===== src/rtl/lcr_pkg.sv =====
package lcr_pkg;
  localparam int HI_W     = 7;
  localparam int ADR_LOW  = 0;
  localparam int ADR_MID  = 1;
  localparam int ADR_HIGH = 2;
  localparam int ADR_STAT = 3;
  localparam int MIN_BITS = 5;

  typedef struct packed {
    logic       brk;
    logic       par_en;
    logic       par_even;
    logic       two_stop;
    logic       fifo_en;
    logic [1:0] wlen;
  } hi_fields_t;
endpackage


===== src/rtl/lcr_shadow.sv =====
module lcr_shadow #(
  parameter int W = 8
) (
  input  logic         clk,
  input  logic         rst_n,
  input  logic         ld,
  input  logic [W-1:0] d,
  output logic [W-1:0] q
);
  always_ff @(posedge clk or negedge rst_n) begin
    if (!rst_n)  q <= '0;
    else if (ld) q <= d;
  end
endmodule


===== src/rtl/lcr_commit.sv =====
module lcr_commit #(
  parameter int CW   = 23,
  parameter int HI_W = 7
) (
  input  logic               clk,
  input  logic               rst_n,
  input  logic               commit,
  input  logic [CW-HI_W-1:0] staged,
  input  logic [HI_W-1:0]    hi,
  output logic [CW-1:0]      word,
  output logic               upd
);
  always_ff @(posedge clk or negedge rst_n) begin
    if (!rst_n) begin
      word <= '0;
      upd  <= 1'b0;
    end else begin
      upd <= commit;
      if (commit) word <= {hi, staged};
    end
  end
endmodule


===== src/rtl/lcr_ferr.sv =====
module lcr_ferr (
  input  logic clk,
  input  logic rst_n,
  input  logic set,
  input  logic clr,
  output logic flag
);
  always_ff @(posedge clk or negedge rst_n) begin
    if (!rst_n)   flag <= 1'b0;
    else if (set) flag <= 1'b1;
    else if (clr) flag <= 1'b0;
  end
endmodule


===== src/rtl/lcr_bank.sv =====
module lcr_bank
  import lcr_pkg::*;
#(
  parameter int DATA_W = 32,
  parameter int ADDR_W = 2,
  parameter int LO_W   = 8,
  parameter int MI_W   = 8,
  localparam int CW    = LO_W + MI_W + HI_W
) (
  input  logic              clk,
  input  logic              rst_n,
  input  logic              bus_wr,
  input  logic [ADDR_W-1:0] bus_addr,
  input  logic [DATA_W-1:0] bus_wdata,
  output logic [DATA_W-1:0] bus_rdata,
  input  logic              rx_valid,
  input  logic              rx_stop,
  output logic [CW-1:0]     ctrl_word,
  output logic              ctrl_update,
  output logic [1:0]        wlen_code,
  output logic [3:0]        data_bits,
  output logic              fifo_en,
  output logic              two_stop,
  output logic              par_en,
  output logic              par_even,
  output logic              brk_out,
  output logic              frame_err
);
  localparam int NSLOT = 2;
  localparam int SW    = LO_W + MI_W;

  logic sel_lo, sel_mi, sel_hi, sel_st;
  assign sel_lo = bus_addr == ADDR_W'(ADR_LOW);
  assign sel_mi = bus_addr == ADDR_W'(ADR_MID);
  assign sel_hi = bus_addr == ADDR_W'(ADR_HIGH);
  assign sel_st = bus_addr == ADDR_W'(ADR_STAT);

  logic [SW-1:0] staged;

  genvar g;
  generate
    for (g = 0; g < NSLOT; g++) begin : g_slot
      localparam int SLW = (g == 0) ? LO_W : MI_W;
      localparam int OFS = (g == 0) ? 0 : LO_W;
      logic ld;
      assign ld = bus_wr && ((g == 0) ? sel_lo : sel_mi);
      lcr_shadow #(.W(SLW)) u_shadow (
        .clk  (clk),
        .rst_n(rst_n),
        .ld   (ld),
        .d    (bus_wdata[SLW-1:0]),
        .q    (staged[OFS +: SLW])
      );
    end
  endgenerate

  lcr_commit #(.CW(CW), .HI_W(HI_W)) u_commit (
    .clk   (clk),
    .rst_n (rst_n),
    .commit(bus_wr && sel_hi),
    .staged(staged),
    .hi    (bus_wdata[HI_W-1:0]),
    .word  (ctrl_word),
    .upd   (ctrl_update)
  );

  lcr_ferr u_ferr (
    .clk  (clk),
    .rst_n(rst_n),
    .set  (rx_valid && !rx_stop),
    .clr  (bus_wr && sel_st),
    .flag (frame_err)
  );

  hi_fields_t hf;
  assign hf        = hi_fields_t'(ctrl_word[CW-1 -: HI_W]);
  assign wlen_code = hf.wlen;
  assign data_bits = 4'(MIN_BITS) + {2'b00, hf.wlen};
  assign fifo_en   = hf.fifo_en;
  assign two_stop  = hf.two_stop;
  assign par_en    = hf.par_en;
  assign par_even  = hf.par_even;
  assign brk_out   = hf.brk;

  always_comb begin
    bus_rdata = '0;
    if (sel_lo)      bus_rdata[LO_W-1:0] = ctrl_word[LO_W-1:0];
    else if (sel_mi) bus_rdata[MI_W-1:0] = ctrl_word[LO_W +: MI_W];
    else if (sel_hi) bus_rdata[HI_W-1:0] = ctrl_word[CW-1 -: HI_W];
    else if (sel_st) bus_rdata[0]        = frame_err;
  end
endmodule


===== config.mk =====
export PLATFORM = sky130hd
export DESIGN_NAME = lcr_bank
export DESIGN_NICKNAME = d
export VERILOG_FILES = /design/src/rtl/lcr_pkg.sv /design/src/rtl/lcr_shadow.sv /design/src/rtl/lcr_commit.sv /design/src/rtl/lcr_ferr.sv /design/src/rtl/lcr_bank.sv
export SDC_FILE = /design/constraint.sdc
export NUM_CORES = 1
export LEC_CHECK = 0
export BUFFER_PORTS_ARGS = -buffer_cell sky130_fd_sc_hd__buf_2
export CAP_MARGIN = 20
export CORE_MARGIN = 5
export CORE_UTILIZATION = 50
export CTS_BUF_LIST = sky130_fd_sc_hd__clkbuf_8
export DETAILED_ROUTE_END_ITERATION = 10
export GPL_TIMING_DRIVEN = 0
export HOLD_SLACK_MARGIN = 0.15
export PLACE_DENSITY = 0.87
export SLEW_MARGIN = 10
export SYNTH_ARGS = -nofsm -noshare
export SYNTH_HDL_FRONTEND = slang
export SYNTH_HIERARCHICAL = 1
export SYNTH_SLANG_ARGS = --single-unit

===== constraint.sdc =====
create_clock -name clk -period 2.1 [get_ports clk]
set_input_delay 0.21 -clock clk [delete_from_list [all_inputs] [get_ports clk]]
set_output_delay 0.21 -clock clk [all_outputs]
set_load 0.01 [all_outputs]

==> impl_metrics.tcl, run 1 <==
set metrics [dict create \
    outcome "finished, final reports clean" \
    drt_first_pass_iters 2 \
    ys.flop_type "dfrtp_1" \
    cp_top_family "multiplexers" \
    synth_area_um2 2050 \
    finalClockSkew_ns 0.00407 \
    synth_top_area_cell "dfrtp_1" \
    power_frac_seq_pct 47.0 \
    timing.final.crit_share_pct 74.5 \
    vias 1307 \
    drt_iter0_markers 12 \
    grtUsageTotal_pct 16.4 \
    cts_tree "done" \
    place.gp.congestion 0.718 \
    crit_required_ns 1.89 \
    dieArea_um2 5480 \
    cts_setup_buffers 0 \
    synth_commonest_cells "dfrtp_1 (41), buf_4 (31), mux2_2 (23)" \
    synthArstFlopShare_pct 100 \
    synthCells 145 \
    routed-wl-met2_mm 2.18 \
    maxSlewViolCount 0 \
    crit_buf_inv 1 \
    fin_nets 274 \
    p_leak_nw 1.36 \
    finalWorstSetupSlack_ns 0.535 \
    clk_pin_slew_ns 0.08 \
    cts_hold_buf 1 \
    hp-class "primary input to flop" \
    fillers 322 \
    drc 0 \
    setup_tns_ns 0 \
    synth_top_area_share_pct 50.0 \
    internal_power_mw 1.63 \
    io_pins 107 \
    tightestPinTransition_ns 0.883 \
    rows 23 \
    regArea_um2 1030 \
    peakVddDrop_mv 0.601 \
    detail-route-antenna-nets 0 \
    startpoint "u_commit/word[16]$_DFFE_PN0P_" \
    setup_viol 0 \
    wl_mm 4.32 \
    dpl_worst_slack_ns 0.532 \
    maxCapViolCount 0 \
    synth_cell_types 20 \
    top_layer "met4" \
    io_buffers 58 \
    grt_pass1_vias 1373 \
    start_util_pct 51.3 \
    crit_chain "mux4_2, buf_2" \
    synth_warnings 6 \
    p_sw_mw 0.739 \
    wl_met1_mm 1.69 \
    start_kind "flop" \
    htreeDepth 2 \
    yosys-top-cells-area "dfrtp_1 (50%), mux2_2 (13%), mux2_4 (12%), buf_4 (11%), mux2i_1 (3.4%)" \
    fp.dieH_um 74.0 \
    cts_buffer_depth 2 \
    ys_seq_area_share_pct 50.0 \
    r2r-start "u_commit/word[16]$_DFFE_PN0P_" \
    antenna_cells 0 \
    post_drt_via_cell_ratio 4.59 \
    synth_most_common_cell "dfrtp_1" \
    swShare_pct 31.2 \
    max_freq_ghz 0.639 \
    power.density_nw_per_um2 917 \
    cts_resized 0 \
    cts_buffers 5 \
    post_drt_wl_per_cell_um 15.2 \
    critPathCaptureType "output pin" \
    grt_setup_unrepaired "false" \
    grt-ovfl-total 0 \
    dp.final_hpwl_mm 3.14 \
    cp_slowest_cell "mux4_2" \
    p_clk_share_pct 20.6 \
    hold_violations 0 \
    max_stage_delay_ns 0.47 \
    grt_pass1_wl_mm 6.71 \
    combPwrFrac_pct 32.4 \
    syn_area_per_cell_um2 14.1 \
    insertion_delay_ns 0.29 \
    route.met3.wl_um 401 \
    crit_fanout 6 \
    period_minus_slack_ns 1.57 \
    multi_input_area_um2 806 \
    critPathKind "flop to output pin" \
    die_x_um 74.0 \
    drive_above_1_share_pct 61.7 \
    grt_max_degree 42 \
    slew_headroom_pct 41.1 \
    cts_root_buffer "clkbuf_8" \
    synth_edf_count 0 \
    core-area_um2 4000 \
    crit_arrival_ns 1.36 \
    min_from "bus_wdata[7]" \
    syn_to_final_growth_pct 25.9 \
    ys_seq_elements 41 \
    cts.sink_count 41 \
    antenna_found_initial 0 \
]
power by group through the flow:
stage          logic [mW]  clock network (mW)  registers [mW]
2_1_floorplan       0.424                   0            1.16
3_3_place_gp        0.751                   0            1.12
3_5_place_dp        0.772                   0            1.13
4_1_cts             0.777               0.502            1.11
5_1_grt             0.834               0.537            1.14
6_report            0.767               0.488            1.11
logic make-up after synthesis:
| logic type | share of synthesized area [%] |
|---|---|
| adder cells (fa/ha/maj) | 0.610 |
| other | 0.183 |
| buffers and inverters | 14.9 |
| AO/OA/AOI/OAI | 2.93 |
| AND/OR/NAND/NOR | 2.50 |
| multiplexers | 28.9 |
| flip-flops | 50.0 |
final timing paths:
kind / cells after the start / to / slack, ns
min reg2reg: 1 / g_slot[1].u_shadow/q[0]$_DFFE_PN0P_ / 0.52
max: 2 / bus_rdata[0] / 0.53
min: 2 / g_slot[0].u_shadow/q[7]$_DFFE_PN0P_ / 0.17
max in group asynchronous: 2 / u_commit/word[0]$_DFFE_PN0P_ / 0.96
min in group asynchronous: 2 / g_slot[0].u_shadow/q[5]$_DFFE_PN0P_ / 0.58
max reg2reg: 1 / u_commit/word[16]$_DFFE_PN0P_ / 1.28
routing by layer:
layer | track usage (%) | up-vias
li1 | - | 617
met1 | 20.1 | 629
met2 | 27.5 | 54
met3 | 4.86 | 7
met4 | 6.04 | 0
met5 | 0 | -
per-stage QoR:
stage / total power, mW / std cells / hold WS [ns] / area [um^2] / util (%)
global route: 2.51 / 285 / 0.170 / 2580 / 64.6
global placement: 1.87 / 276 / 0.375 / 2490 / 62.2
CTS: 2.39 / 285 / 0.163 / 2580 / 64.6
detailed placement: 1.90 / 276 / 0.382 / 2490 / 62.2
floorplan: 1.58 / 168 / -0.0856 / 2140 / -
finish: 2.37 / 285 / 0.170 / 2580 / 64.6
area by class of cell:
type,count,share of cell area (%)
sequential,41,39.7
multi-input combinational,87,31.2
timing repair buffer,59,11.6
buffer,37,11.4
clock buffer,5,2.66
tap,50,2.42
inverter,3,0.436
clock inverter,3,0.533
sequential cells by signal, summed over array words and instances, names as in the netlist:
| signal | flops |
|---|---|
| g_slot.u_shadow/q | 16 |
| u_ferr/flag | 1 |
| u_commit/word | 23 |
| u_commit/upd | 1 |
cells in the final DEF (no fill, tap or decap), types with 2 or more instances in the layout:
cell type | netlist | final
clkinv_2 | 0 | 2
nor2_1 | 2 | 2
buf_2 | 1 | 59
conb_1 | 1 | 24
mux2i_1 | 7 | 7
inv_1 | 3 | 4
mux2_4 | 16 | 16
buf_6 | 5 | 5
mux2_2 | 23 | 23
buf_4 | 31 | 31
dfrtp_1 | 41 | 41
clkbuf_8 | 0 | 5
o2bb2ai_1 | 6 | 6
Power figures use the tool's default switching activity.
==> run 2: changes to the inputs <==
--- a/config.mk
+++ b/config.mk
@@ -5,15 +5,16 @@
 export SDC_FILE = /design/constraint.sdc
 export NUM_CORES = 1
 export LEC_CHECK = 0
+export ABC_AREA = 1
 export BUFFER_PORTS_ARGS = -buffer_cell sky130_fd_sc_hd__buf_2
 export CAP_MARGIN = 20
 export CORE_MARGIN = 5
-export CORE_UTILIZATION = 50
+export CORE_UTILIZATION = 42
 export CTS_BUF_LIST = sky130_fd_sc_hd__clkbuf_8
 export DETAILED_ROUTE_END_ITERATION = 10
 export GPL_TIMING_DRIVEN = 0
 export HOLD_SLACK_MARGIN = 0.15
-export PLACE_DENSITY = 0.87
+export PLACE_DENSITY = 0.79
 export SLEW_MARGIN = 10
 export SYNTH_ARGS = -nofsm -noshare
 export SYNTH_HDL_FRONTEND = slang
==> constraint.sdc (replaced) <==
create_clock -name clk -period 1.3 [get_ports clk]
set_input_delay 0.13 -clock clk [delete_from_list [all_inputs] [get_ports clk]]
set_output_delay 0.13 -clock clk [all_outputs]
set_load 0.01 [all_outputs]
==> run 2 against run 1 <==
Against the previous run: cell area is 2.2% higher; hold slack worse by 0.022 ns; clock-buffer cell count stayed put; critical endpoint is now data_bits[1]; largest power group unchanged.
==> impl_metrics.tcl, run 2 <==
set metrics [dict create \
    setup_viol 0 \
    rows 25 \
    syn_to_final_growth_pct 32.1 \
    hp-class "primary input to flop" \
    crit_arrival_ns 1.14 \
    ys_seq_area_share_pct 51.4 \
    fillers 442 \
    grt_setup_unrepaired "true" \
    io_buffers 58 \
    drt_iter0_markers 77 \
    core-area_um2 4660 \
    regMostFlops "u_commit/word" \
    synth_warnings 6 \
    synth_commonest_cells "nand2_1 (141), dfrtp_1 (41), buf_4 (33)" \
    dp.cells 385 \
    antenna_cells 0 \
    regArea_um2 1030 \
    maxCapViolCount 0 \
    slew_headroom_pct 41.3 \
    synth_area_um2 2000 \
    critPathKind "flop to output pin" \
    finalWorstSetupSlack_ns 0.0270 \
    crit_required_ns 1.17 \
    synth_cell_types 13 \
    critPathCaptureType "output pin" \
    cts_tree "done" \
    largest_reg_flops 23 \
    timing.final.crit_share_pct 97.9 \
    p_leak_nw 1.60 \
    use_met1_pct 19.9 \
    swShare_pct 32.3 \
    place.gp.congestion 0.795 \
    max_freq_ghz 0.786 \
    max_stage_delay_ns 0.42 \
    power.density_nw_per_um2 1270 \
    drc 0 \
    die_x_um 79.0 \
    cts.sink_count 41 \
    post_drt_wl_per_cell_um 11.5 \
    tightestPinTransition_ns 0.881 \
    grt_use_met2_pct 26.2 \
    placed_area_um2 2440 \
    dpl_worst_slack_ns -0.463 \
    reg_top3 "u_commit/word (23), g_slot.u_shadow/q (16)" \
    p_sw_mw 1.08 \
    cts_root_buffer "clkbuf_8" \
    synthArstFlopShare_pct 100 \
    grt_max_degree 42 \
    detail-route-antenna-nets 0 \
    cts_buffer_depth 2 \
    yosys-top-cells-area "dfrtp_1 (51%), nand2_1 (27%), buf_4 (12%), nand3_1 (2.3%), buf_6 (2.3%)" \
    htreeDepth 2 \
    cp_top_family "flip-flops" \
    power_frac_seq_pct 49.6 \
    synthCells 250 \
    synth_top_area_share_pct 51.4 \
    dieArea_um2 6230 \
    drive_above_1_share_pct 31.7 \
    final_cell_area_um2 2640 \
    clk_pin_slew_ns 0.07 \
    fin_util_pct 56.6 \
    period_minus_slack_ns 1.27 \
    dp.final_hpwl_mm 3.58 \
    finalClockSkew_ns 0.00726 \
    io_pins 107 \
    final_common_cell "nand2_1" \
    synth_most_common_cell "nand2_1" \
    crit_chain "ha_1, buf_2" \
    hold_violations 0 \
    combPwrFrac_pct 27.0 \
    p_clk_share_pct 23.3 \
    fp.dieH_um 79.0 \
    grt_pass1_wl_mm 7.75 \
    internal_power_mw 2.27 \
    synth_top_area_cell "dfrtp_1" \
    crit_fanout 4 \
    drt_first_pass_iters 4 \
    grt_pass1_vias 1588 \
    maxSlewViolCount 0 \
    cp_slowest_cell "dfrtp_1" \
    insertion_delay_ns 0.29 \
    wl_mm 4.66 \
    syn_area_per_cell_um2 7.99 \
    grt-ovfl-total 0 \
    post_drt_via_cell_ratio 4.30 \
    vias 1736 \
    fin_nets 389 \
    outcome "finished, final reports clean" \
    ys_seq_elements 41 \
    peakVddDrop_mv 0.643 \
    ys.flop_type "dfrtp_1" \
    grtUsageTotal_pct 15.6 \
    grt_busiest_layer "met2" \
    multi_input_area_um2 731 \
    start_util_pct 42.8 \
    instances_no_fill 404 \
    grt_use_met3_pct 3.63 \
    antenna_found_initial 0 \
    start_kind "flop" \
    final_cell_mix "nand2_1 (141), buf_2 (58), dfrtp_1 (41), buf_4 (34), conb_1 (24)" \
    synth_edf_count 0 \
    crit_buf_inv 1 \
    cts_buffers 5 \
]
==> run 2: cell types whose count changed after synthesis, moves of 2 or more <==
cell	previous run	this run
mux2i_1	7	0
inv_2	0	4
nand2_1	1	141
nand3_1	0	9
nor3_1	0	4
mux2_2	23	0
buf_4	31	33
nor2_2	0	2
mux2_4	16	0
inv_1	3	7
o2bb2ai_1	6	0
==> run 2: final timing paths <==
path	from	cells past startpoint	to	slack, ns
min reg2reg	g_slot[1].u_shadow/q[5]$_DFFE_PN0P_	2	g_slot[1].u_shadow/q[5]$_DFFE_PN0P_	0.48
max in group asynchronous	rst_n	2	u_commit/word[15]$_DFFE_PN0P_	0.25
min	rx_valid	5	u_ferr/flag$_DFFE_PN0P_	0.15
max reg2reg	u_commit/word[8]$_DFFE_PN0P_	2	u_commit/word[8]$_DFFE_PN0P_	0.64
min in group asynchronous	rst_n	2	g_slot[0].u_shadow/q[6]$_DFFE_PN0P_	0.49
max	u_commit/word[16]$_DFFE_PN0P_	2	data_bits[1]	0.03
==> run 2: power by group through the flow <==
stage	combinational (mW)	clock [mW]	sequential, mW
after floorplan	0.454	0	1.72
after global placement	0.854	0	1.68
after detailed placement	0.878	0	1.69
after CTS	0.915	0.803	1.66
after global routing	1.01	0.852	1.70
final	0.906	0.783	1.66
==> run 2: timing repair <==
action	in CTS	in global routing
endpoints found under the setup margin	24	5
hold buffers	11	0
endpoints found under the hold margin	65	0
gates resized for setup	1	1
buffers inserted	1	0
cloned	0	0
==> run 2: layout make-up <==
type / instances / share of cell area (%)
sequential: 41 / 38.9
multi-input combinational: 184 / 27.7
clock buffer: 5 / 2.61
buffer: 37 / 11.1
clock inverter: 3 / 0.522
tap: 54 / 2.56
inverter: 11 / 1.56
timing repair buffer: 69 / 15.1
==> run 2: logic make-up (layout without fill, tap and decap cells) <==
logic type	Yosys count	in the layout	synth area share (%)
flops	41	41	51.4
fa+ha+maj	1	1	0.626
buf+inv	48	125	16.7
simple gates	159	159	31.1
other cells	1	24	0.188
==> run 2: tightest hold or removal path: cells and delay by family <==
family,cells,cell delay (ns)
buffers and inverters,3,0.19
AND/OR/NAND/NOR,2,0.08
==> run 2: per-layer routing <==
layer  vias to the layer above  routed length [um]
met1                       770                1920
met2                        60                2300
met4                         0                  76
li1                        898                   -
met3                         8                 358
met5                         -                   0
==> run 2: through the flow <==
step | hold slack, ns | setup TNS [ns] | total power, mW
2_1_floorplan | -0.166 | 0 | 2.18
3_3_place_gp | 0.298 | -9.74 | 2.53
3_5_place_dp | 0.303 | -10.18 | 2.56
4_1_cts | 0.169 | 0 | 3.38
5_1_grt | 0.193 | -0.0263 | 3.56
6_report | 0.149 | 0 | 3.35
==> run 3: changes to the inputs <==
--- a/config.mk
+++ b/config.mk
@@ -6,6 +6,7 @@
 export NUM_CORES = 1
 export LEC_CHECK = 0
 export ABC_AREA = 1
+export ABC_CLOCK_PERIOD_IN_PS = 1300
 export BUFFER_PORTS_ARGS = -buffer_cell sky130_fd_sc_hd__buf_2
 export CAP_MARGIN = 20
 export CORE_MARGIN = 5
==> constraint.sdc (replaced) <==
create_clock -name clk -period 1.3 [get_ports clk]
set_input_delay 0.13 -clock clk [delete_from_list [all_inputs] [get_ports clk]]
set_output_delay 0.13 -clock clk [all_outputs]
set_load 0.05 [all_outputs]
==> run 3 against run 2 <==
Against the previous run: cell area up 3.0%; clock-buffer cell count unchanged; register-to-register slack worse by 0.02 ns; core utilization up 1.7 points; via count up 2.4%.
==> impl_metrics.tcl, run 3 (same netlist as run 2, synthesis figures left out) <==
set metrics [dict create \
    outcome "finished, final reports clean" \
    cp_num_cells 2 \
    tightestPinTransition_ns 0.571 \
    regArea_um2 1030 \
    drive_above_1_share_pct 33.4 \
    cp_slowest_cell "dfrtp_2" \
    final_common_cell "nand2_1" \
    timing.hold.ws_ns 0.124 \
    fin_util_pct 58.3 \
    min_delay_path_depth 5 \
    slew_headroom_pct 61.7 \
    grtUsageTotal_pct 15.8 \
    period_minus_slack_ns 1.29 \
    rows 25 \
    crit_arrival_ns 1.16 \
    r2r_slack_ns 0.62 \
    p_leak_nw 1.62 \
    r2r_cells 2 \
    cts_tree "done" \
    detail-route-antenna-nets 0 \
    syn_to_final_growth_pct 36.2 \
    regMostFlops "u_commit/word" \
    drt_first_pass_iters 4 \
    die_x_um 79.0 \
    fp.dieH_um 79.0 \
    place.gp.congestion 0.789 \
    multi_input_area_um2 748 \
    reg_top3 "u_commit/word (23), g_slot.u_shadow/q (16)" \
    start_util_pct 42.8 \
    crit_chain "ha_4, buf_8" \
    antenna_cells 0 \
    vias 1778 \
    grt_pass1_wl_mm 7.68 \
    finalClockSkew_ns 0.00202 \
    drt_iter0_markers 98 \
    timing.final.crit_share_pct 98.9 \
    critPathCaptureType "output pin" \
    io_buffers 58 \
    dieArea_um2 6230 \
    grt_max_degree 42 \
    grt-ovfl-total 0 \
    post_drt_via_cell_ratio 4.40 \
    critPathKind "flop to output pin" \
    dp.final_hpwl_mm 3.62 \
    cp_top_family "flip-flops" \
    largest_reg_flops 23 \
    hold_violations 0 \
    power.density_nw_per_um2 1650 \
    antenna_found_initial 0 \
    final_cell_mix "nand2_1 (141), buf_2 (53), dfrtp_1 (36), buf_4 (35), conb_1 (24)" \
    max_stage_delay_ns 0.45 \
    hp-class "primary input to flop" \
    setup_viol 0 \
    grt_pass1_vias 1625 \
    maxCapViolCount 0 \
    post_drt_wl_per_cell_um 12.2 \
    drc 0 \
    peakVddDrop_mv 0.570 \
    insertion_delay_ns 0.28 \
    core-area_um2 4660 \
    io_pins 107 \
    cts_buffer_depth 2 \
    maxSlewViolCount 0 \
    power_mw 4.49 \
    grt_setup_unrepaired "true" \
    htreeDepth 2 \
    dpl_worst_slack_ns -0.487 \
    crit_required_ns 1.17 \
    finalWorstSetupSlack_ns 0.0138 \
    setup_tns_ns 0 \
    fillers 419 \
    clk_pin_slew_ns 0.08 \
    crit_buf_inv 1 \
    cts_buffers 5 \
    crit_fanout 5 \
    cts.sink_count 41 \
    cts_root_buffer "clkbuf_8" \
    start_kind "flop" \
    max_freq_ghz 0.777 \
    wl_mm 4.93 \
    fin_nets 389 \
]
## run 3: changes by cell type in the layout (fill, tap and decap cells not counted), sizes merged
cell	change
buf	-1
clkbuf	+1
clkinv	-1
bufinv	+1
## run 3: power breakdown
group          total [mW]  switching [mW]  internal (mW)
registers            1.67           0.166           1.50
clock network       0.999           0.430          0.568
logic                1.83            1.37          0.464
## run 3: metrics by stage
step,instance area (um^2),instances
final,2720,404
after global routing,2720,404
after CTS,2710,405
after detailed placement,2460,385
after global placement,2460,385
after floorplan,2100,273
## run 3: final cells by class
| type | instances | share of cell area, % |
|---|---|---|
| clock inverter | 3 | 1.56 |
| timing repair buffer | 69 | 15.6 |
| tap | 54 | 2.49 |
| sequential | 41 | 38.0 |
| buffer | 37 | 10.8 |
| clock buffer | 5 | 2.53 |
| inverter | 11 | 1.52 |
| multi-input combinational | 184 | 27.5 |
## run 3: final timing paths
kind,start,to
worst min register to register,g_slot[1].u_shadow/q[3]$_DFFE_PN0P_,g_slot[1].u_shadow/q[3]$_DFFE_PN0P_
worst min-delay path,rx_valid,u_ferr/flag$_DFFE_PN0P_
worst max-delay path,u_commit/word[16]$_DFFE_PN0P_,data_bits[1]
min in group asynchronous,rst_n,u_commit/word[12]$_DFFE_PN0P_
max in group asynchronous,rst_n,u_commit/word[17]$_DFFE_PN0P_
worst max register to register,u_commit/word[16]$_DFFE_PN0P_,u_commit/word[16]$_DFFE_PN0P_
## run 3: routing by layer
metal / vias to the layer above / track usage (%) / part of all wire (%)
met5: - / 0 / 0
met4: 0 / 6.87 / 2.6
met3: 14 / 3.06 / 7.1
met2: 77 / 28.4 / 52
met1: 792 / 18.1 / 38
li1: 895 / - / -
## run 3: worst register-to-register path, cell delays in order, from the launching register on
cell and delay [ns]:
dfrtp_2 0.45, nand2_1 0.08, nand2_1 0.04
## run 3: timing repair
action | 4_1_cts | 5_1_grt
pin swaps | 0 | 1
buffers inserted | 1 | 0
gates resized for setup | 7 | 5
hold endpoints to repair | 65 | 0
setup endpoints to repair | 33 | 17
hold buffers | 11 | 0
